**src/rtl/swt_pkg.sv**
```systemverilog
package swt_pkg;
    localparam int NUM_SRC  = 3;
    localparam int DATA_W   = 8;
    localparam int DIG_W    = 4;
    localparam logic [DIG_W-1:0] DIG_MAX  = 4'd9;
    localparam logic [DIG_W-1:0] DIG_HALF = 4'd5;

    typedef enum logic {
        LVL_LOW  = 1'b0,
        LVL_HIGH = 1'b1
    } lvl_st_e;
endpackage

```
**src/rtl/swt_bcd_chain.sv**
```systemverilog
module swt_bcd_chain
    import swt_pkg::*;
#(
    parameter int N_DIG = NUM_SRC - 1
) (
    input  logic           clk,
    input  logic           rst_n,
    input  logic           tick,
    output logic [N_DIG:0] wave
);
    logic             phase_q;
    logic [N_DIG-1:0] step;

    always_ff @(posedge clk or negedge rst_n) begin
        if (!rst_n)    phase_q <= 1'b0;
        else if (tick) phase_q <= ~phase_q;
    end

    assign step[0] = tick & phase_q;
    assign wave[0] = ~phase_q;

    for (genvar g = 0; g < N_DIG; g++) begin : g_dig
        logic [DIG_W-1:0] dig_q;

        always_ff @(posedge clk or negedge rst_n) begin
            if (!rst_n)       dig_q <= '0;
            else if (step[g]) dig_q <= (dig_q == DIG_MAX) ? '0 : dig_q + 1'b1;
        end

        assign wave[g+1] = (dig_q < DIG_HALF);

        if (g < N_DIG - 1) begin : g_carry
            assign step[g+1] = step[g] && (dig_q == DIG_MAX);
        end

        p_digit_bcd_r9: assert property (@(posedge clk) disable iff (!rst_n)
            dig_q <= DIG_MAX)
            else $error("BCD digit out of range");
    end
endmodule

```
**src/rtl/swt_fall_fsm.sv**
```systemverilog
module swt_fall_fsm
    import swt_pkg::*;
(
    input  logic clk,
    input  logic rst_n,
    input  logic wave_in,
    output logic fall
);
    lvl_st_e st_q, st_d;

    always_comb begin
        st_d = st_q;
        unique case (st_q)
            LVL_HIGH: if (!wave_in) st_d = LVL_LOW;
            LVL_LOW:  if (wave_in)  st_d = LVL_HIGH;
        endcase
    end

    always_ff @(posedge clk or negedge rst_n) begin
        if (!rst_n) st_q <= LVL_HIGH;
        else        st_q <= st_d;
    end

    always_comb begin
        fall = 1'b0;
        unique case (st_q)
            LVL_HIGH: fall = !wave_in;
            LVL_LOW:  fall = 1'b0;
        endcase
    end

    p_fall_single_r3: assert property (@(posedge clk) disable iff (!rst_n)
        fall |=> !fall)
        else $error("fall event lasted more than one cycle");
endmodule

```
**src/rtl/swt_irq_regs.sv**
```systemverilog
module swt_irq_regs
    import swt_pkg::*;
#(
    parameter int                ADDR_W    = 8,
    parameter logic [ADDR_W-1:0] BASE_ADDR = 8'h22
) (
    input  logic               clk,
    input  logic               rst_n,
    input  logic [NUM_SRC-1:0] fall,
    input  logic [ADDR_W-1:0]  reg_addr,
    input  logic               reg_wr,
    input  logic [DATA_W-1:0]  reg_wdata,
    output logic [DATA_W-1:0]  reg_rdata,
    output logic               irq
);
    localparam logic [ADDR_W-1:0] EN_ADDR  = BASE_ADDR;
    localparam logic [ADDR_W-1:0] FLG_ADDR = BASE_ADDR + 1'b1;
    localparam int                PAD_W    = DATA_W - NUM_SRC;

    logic [NUM_SRC-1:0] en_q, flg_q, flg_d, clr;
    logic               wr_en, wr_flg, irq_q;
    logic               unused_wbits;

    assign unused_wbits = ^reg_wdata[DATA_W-1:NUM_SRC];
    assign wr_en  = reg_wr && (reg_addr == EN_ADDR);
    assign wr_flg = reg_wr && (reg_addr == FLG_ADDR);
    assign clr    = wr_flg ? reg_wdata[NUM_SRC-1:0] : '0;
    assign flg_d  = (flg_q & ~clr) | fall;

    always_ff @(posedge clk or negedge rst_n) begin
        if (!rst_n) begin
            en_q  <= '0;
            flg_q <= '0;
            irq_q <= 1'b0;
        end else begin
            if (wr_en) en_q <= reg_wdata[NUM_SRC-1:0];
            flg_q <= flg_d;
            irq_q <= |(flg_q & en_q);
        end
    end

    always_comb begin
        reg_rdata = '0;
        if (reg_addr == EN_ADDR)       reg_rdata = {{PAD_W{1'b0}}, en_q};
        else if (reg_addr == FLG_ADDR) reg_rdata = {{PAD_W{1'b0}}, flg_q};
    end

    assign irq = irq_q;

    for (genvar i = 0; i < NUM_SRC; i++) begin : g_chk
        p_set_wins_r8: assert property (@(posedge clk) disable iff (!rst_n)
            fall[i] |=> flg_q[i])
            else $error("fall event lost");
        p_w1c_r4: assert property (@(posedge clk) disable iff (!rst_n)
            (wr_flg && reg_wdata[i] && !fall[i]) |=> !flg_q[i])
            else $error("write-1 did not clear flag");
        p_w0_keep_r4: assert property (@(posedge clk) disable iff (!rst_n)
            (wr_flg && !reg_wdata[i] && flg_q[i]) |=> flg_q[i])
            else $error("write-0 disturbed flag");
    end

    p_en_write_r2: assert property (@(posedge clk) disable iff (!rst_n)
        wr_en |=> (en_q == $past(reg_wdata[NUM_SRC-1:0])))
        else $error("enable write lost");
    p_irq_masked_r6: assert property (@(posedge clk) disable iff (!rst_n)
        (en_q == '0) |=> !irq)
        else $error("irq raised with all sources masked");
endmodule

```
**src/rtl/swt_irq_unit.sv**
```systemverilog
module swt_irq_unit
    import swt_pkg::*;
#(
    parameter int                ADDR_W    = 8,
    parameter logic [ADDR_W-1:0] BASE_ADDR = 8'h22
) (
    input  logic              clk,
    input  logic              rst_n,
    input  logic              tick,
    input  logic [ADDR_W-1:0] reg_addr,
    input  logic              reg_wr,
    input  logic [DATA_W-1:0] reg_wdata,
    output logic [DATA_W-1:0] reg_rdata,
    output logic              irq
);
    logic [NUM_SRC-1:0] wave;
    logic [NUM_SRC-1:0] fall;

    swt_bcd_chain #(.N_DIG(NUM_SRC - 1)) u_chain (
        .clk   (clk),
        .rst_n (rst_n),
        .tick  (tick),
        .wave  (wave)
    );

    for (genvar s = 0; s < NUM_SRC; s++) begin : g_src
        swt_fall_fsm u_fall (
            .clk     (clk),
            .rst_n   (rst_n),
            .wave_in (wave[s]),
            .fall    (fall[s])
        );
    end

    swt_irq_regs #(.ADDR_W(ADDR_W), .BASE_ADDR(BASE_ADDR)) u_regs (
        .clk       (clk),
        .rst_n     (rst_n),
        .fall      (fall),
        .reg_addr  (reg_addr),
        .reg_wr    (reg_wr),
        .reg_wdata (reg_wdata),
        .reg_rdata (reg_rdata),
        .irq       (irq)
    );
endmodule

```
**config.mk**
```make
export PLATFORM = sky130hd
export DESIGN_NAME = swt_irq_unit
export DESIGN_NICKNAME = d
export VERILOG_FILES = /design/src/rtl/swt_pkg.sv /design/src/rtl/swt_bcd_chain.sv /design/src/rtl/swt_fall_fsm.sv /design/src/rtl/swt_irq_regs.sv /design/src/rtl/swt_irq_unit.sv
export SDC_FILE = /design/constraint.sdc
export NUM_CORES = 1
export LEC_CHECK = 0
export ABC_AREA = 1
export ABC_CLOCK_PERIOD_IN_PS = 1200
export CORE_MARGIN = 1
export CORE_UTILIZATION = 48
export CTS_BUF_LIST = sky130_fd_sc_hd__clkbuf_8
export DETAILED_ROUTE_END_ITERATION = 8
export GPL_TIMING_DRIVEN = 0
export PLACE_DENSITY = 0.8
export SLEW_MARGIN = 20
export SYNTH_ARGS = -nofsm -noshare
export SYNTH_HDL_FRONTEND = slang
export SYNTH_SLANG_ARGS = --single-unit
```
**constraint.sdc**
```tcl
create_clock -name clk -period 1.2 [get_ports clk]
set_input_delay 0.24 -clock clk [delete_from_list [all_inputs] [get_ports clk]]
set_output_delay 0.24 -clock clk [all_outputs]
set_load 0.005 [all_outputs]
```
==> results.sh, run 1 <==
export IMPL_drtPass1Iterations=4
export IMPL_synthAdderAreaFrac=0
export IMPL_synth_xor_area_frac=0.0172
export IMPL_ys_async_sr_fraction=1.00
export IMPL_grt_pass1_vias=784
export IMPL_placement_rows=16
export IMPL_initial_core_util=0.514
export IMPL_cts_made_buffers=3
export IMPL_critPathCaptureType="primary output"
export IMPL_wire_per_inst_um=11.4
export IMPL_grt_pass1_wl_um=3050
export IMPL_vias=924
export IMPL_synthSimpleGateAreaFrac=0.349
export IMPL_min_from="reg_addr[3]"
export IMPL_final_util=0.712
export IMPL_status="finished with violations"
export IMPL_r2r_slack_ns=0.16
export IMPL_finalNetCount=184
export IMPL_power_density_mw_per_mm2=1460
export IMPL_place_inst=172
export IMPL_grtUsageTotal=0.197
export IMPL_dieArea_mm2=0.00231
export IMPL_synth_warning_count=0
export IMPL_core_area_mm2=0.00198
export IMPL_period_minus_slack_ns=1.26
export IMPL_layout_drive_gt1_share=0.393
export IMPL_worstPathRequired_ns=0.96
export IMPL_synth_top_family_by_area="simple AND/OR/NAND/NOR gates"
export IMPL_critical_path_max_fanout=2
export IMPL_grt_start_max_net_pins=20
export IMPL_syn_cell_area_mm2=0.00102
export IMPL_cts_root_buffer="clkbuf_8"
export IMPL_synth_main_ff_cell="dfrtp_1"
export IMPL_dp_slack_ns=-0.787
export IMPL_final_cell_mix="nand2_1 (28), buf_4 (16), dfrtp_1 (16)"
export IMPL_ios=29
export IMPL_antenna_found_initial=0
export IMPL_grt_overflow_total=0
export IMPL_slew_headroom=0.427
export IMPL_routabilityCongestion=0.727
export IMPL_finalWirelength_um=2170
export IMPL_die_w_um=48.1
export IMPL_ir_drop_mv=1.26
export IMPL_cts_tree="done"
export IMPL_fin_ws_ns=-0.0602
export IMPL_final_area_mm2=0.00141
export IMPL_clkTransAtPathRegs_ns=0.07
export IMPL_die_h_um=48.1
export IMPL_holdBufCountCts=0
export IMPL_clkLatencyLatePin_ns=0.25
export IMPL_synth_mux_area_frac=0
export IMPL_cp_arrival_ns=1.02
export IMPL_drv_cap=0
export IMPL_htreeDepth=1
export IMPL_slew_viol_final=0
export IMPL_synth_edf_count=0
export IMPL_setup_viol=2
export IMPL_violations="setup timing"
export IMPL_synth_seq_cells=19
export IMPL_worst_pin_slew_ns=0.856
export IMPL_r2r_start="u_chain.g_dig[0].dig_q[2]$_DFFE_PN0P_"
export IMPL_ctsLongestPathBuffers=2
export IMPL_fin_crit_sh=1.05
export IMPL_worstReg2RegEnd="u_chain.g_dig[1].dig_q[1]$_DFFE_PN0P_"
export IMPL_worstHoldPathCells=6
export IMPL_place_port_buffers=18
export IMPL_yosysSeqAreaShare=0.471
export IMPL_via_per_inst=4.86
export IMPL_reg2reg_depth=4
export IMPL_finalHoldViolCount=0
export IMPL_hpwl_um=1410
export IMPL_avgSynthCellArea_um2=8.28
export IMPL_placed_area_mm2=0.00125
export IMPL_static_leakage_power_uw=0.000711
export IMPL_clock_sinks=19
export IMPL_holdCritPathClass="input port to flop"
export IMPL_rsz0062_at_grt="true"
export IMPL_final_common_cell="nand2_1"
export IMPL_min_to="u_regs.en_q[0]$_DFFE_PN0P_"
export IMPL_drt_iter0_drc=26
export IMPL_crit_type="input port to primary output"
export IMPL_finalClockSkew_ns=0.00219
export IMPL_syn_inst=123
export IMPL_diodes=0
export IMPL_synth_cell_types=24
export IMPL_synthToLayoutAreaGrowth_pct=38.6
export IMPL_fmax_mhz=794
export IMPL_drtAntennaViolNets=0
export IMPL_synth_compound_area_frac=0.0651
export IMPL_drc=0
export IMPL_start_kind="input port"
export IMPL_final_cells=190
-- cell families after synthesis --
kind of cell | count (synthesis)
simple gates | 70
buf+inv | 20
flops | 19
compound gates | 11
xor+xnor | 2
other cells | 1
-- layer usage --
metal	share of wire	up-vias	track usage	routed length [um]
li1	-	459	-	-
met1	0.41	426	0.205	900
met2	0.52	35	0.370	1140
met3	0.051	4	0.0453	110
met4	0.011	0	0.0889	23
met5	0	-	0	0
-- per-stage QoR --
stage	power [uW]	TNS, ns	hold WS (ns)
3_5_place_dp	1620	-7.06	0.404
3_3_place_gp	1580	-6.07	0.398
4_1_cts	2060	-0.0984	0.398
2_1_floorplan	1450	0	-0.0556
5_1_grt	2210	-0.258	0.377
6_report	2060	-0.0993	0.355
-- synth_stat cells, types with 2 or more instances --
cell type  number  area share
nand2_1        32        0.12
buf_4           5       0.037
o21ai_2         2       0.017
inv_1          12       0.044
nand4_1         5       0.031
xor2_1          2       0.017
nor2_1         12       0.044
dfrtp_1        16        0.39
o21ai_0         3       0.015
nand2_2         2       0.012
inv_2           2      0.0074
dfstp_2         3       0.077
nor2_4          4       0.044
nand3_1        10       0.049
nor2_2          2       0.012
a21oi_1         3       0.015
-- power by group --
group	switching, uW	internal, uW
combinational	390	256
sequential	162	827
clock	202	227
-- cell type report --
class | count | area, um2
Fill cell | 146 | 571
Multi-Input combinational cell | 88 | 498
Sequential cell | 19 | 479
Timing Repair Buffer | 32 | 259
Inverter | 15 | 58.8
Clock buffer | 3 | 41.3
Buffer | 5 | 37.5
Tap cell | 27 | 33.8
Clock inverter | 1 | 3.75
-- what timing repair did --
| action | CTS | global route |
|---|---|---|
| pin swaps | 8 | 8 |
| setup buffers | 10 | 4 |
| gates resized for setup | 55 | 6 |
| endpoints found under the setup margin | 4 | 3 |
-- sequential cells by signal, indices dropped and copies added (netlist names) --
name / count
u_chain.g_dig.dig_q: 8
u_regs.flg_q: 3
u_chain.phase_q: 1
u_regs.en_q: 3
u_regs.irq: 1
g_src.u_fall.st_q: 3
-- worst max path at each step --
stage                     start      endpoint  slack [ns]  cells after the start
finish              reg_addr[1]  reg_rdata[2]       -0.06                     10
CTS                 reg_addr[5]  reg_rdata[2]       -0.06                     10
detailed placement  reg_addr[5]  reg_rdata[1]       -0.79                      8
global route        reg_addr[1]  reg_rdata[2]       -0.12                     10
floorplan           reg_addr[3]  reg_rdata[0]        0.24                      5
global placement    reg_addr[5]  reg_rdata[0]       -0.75                      8
-- worst max-delay path, stage by stage --
cell and delay [ns]:
buf_2 0.10, nand2_1 0.06, inv_1 0.06, nand2_2 0.06, nor2_4 0.12, buf_6 0.11, buf_6 0.09, nand2_2 0.04
nand2_1 0.05, buf_2 0.10
Note: power is estimated with default switching activity, not from simulation.
==> run 2, diff against run 1 <==
- GPL_ROUTABILITY_DRIVEN: unset -> 1
==> results of run 2 <==
No change in the layout: final DEF, timing and power equal those of run 1.
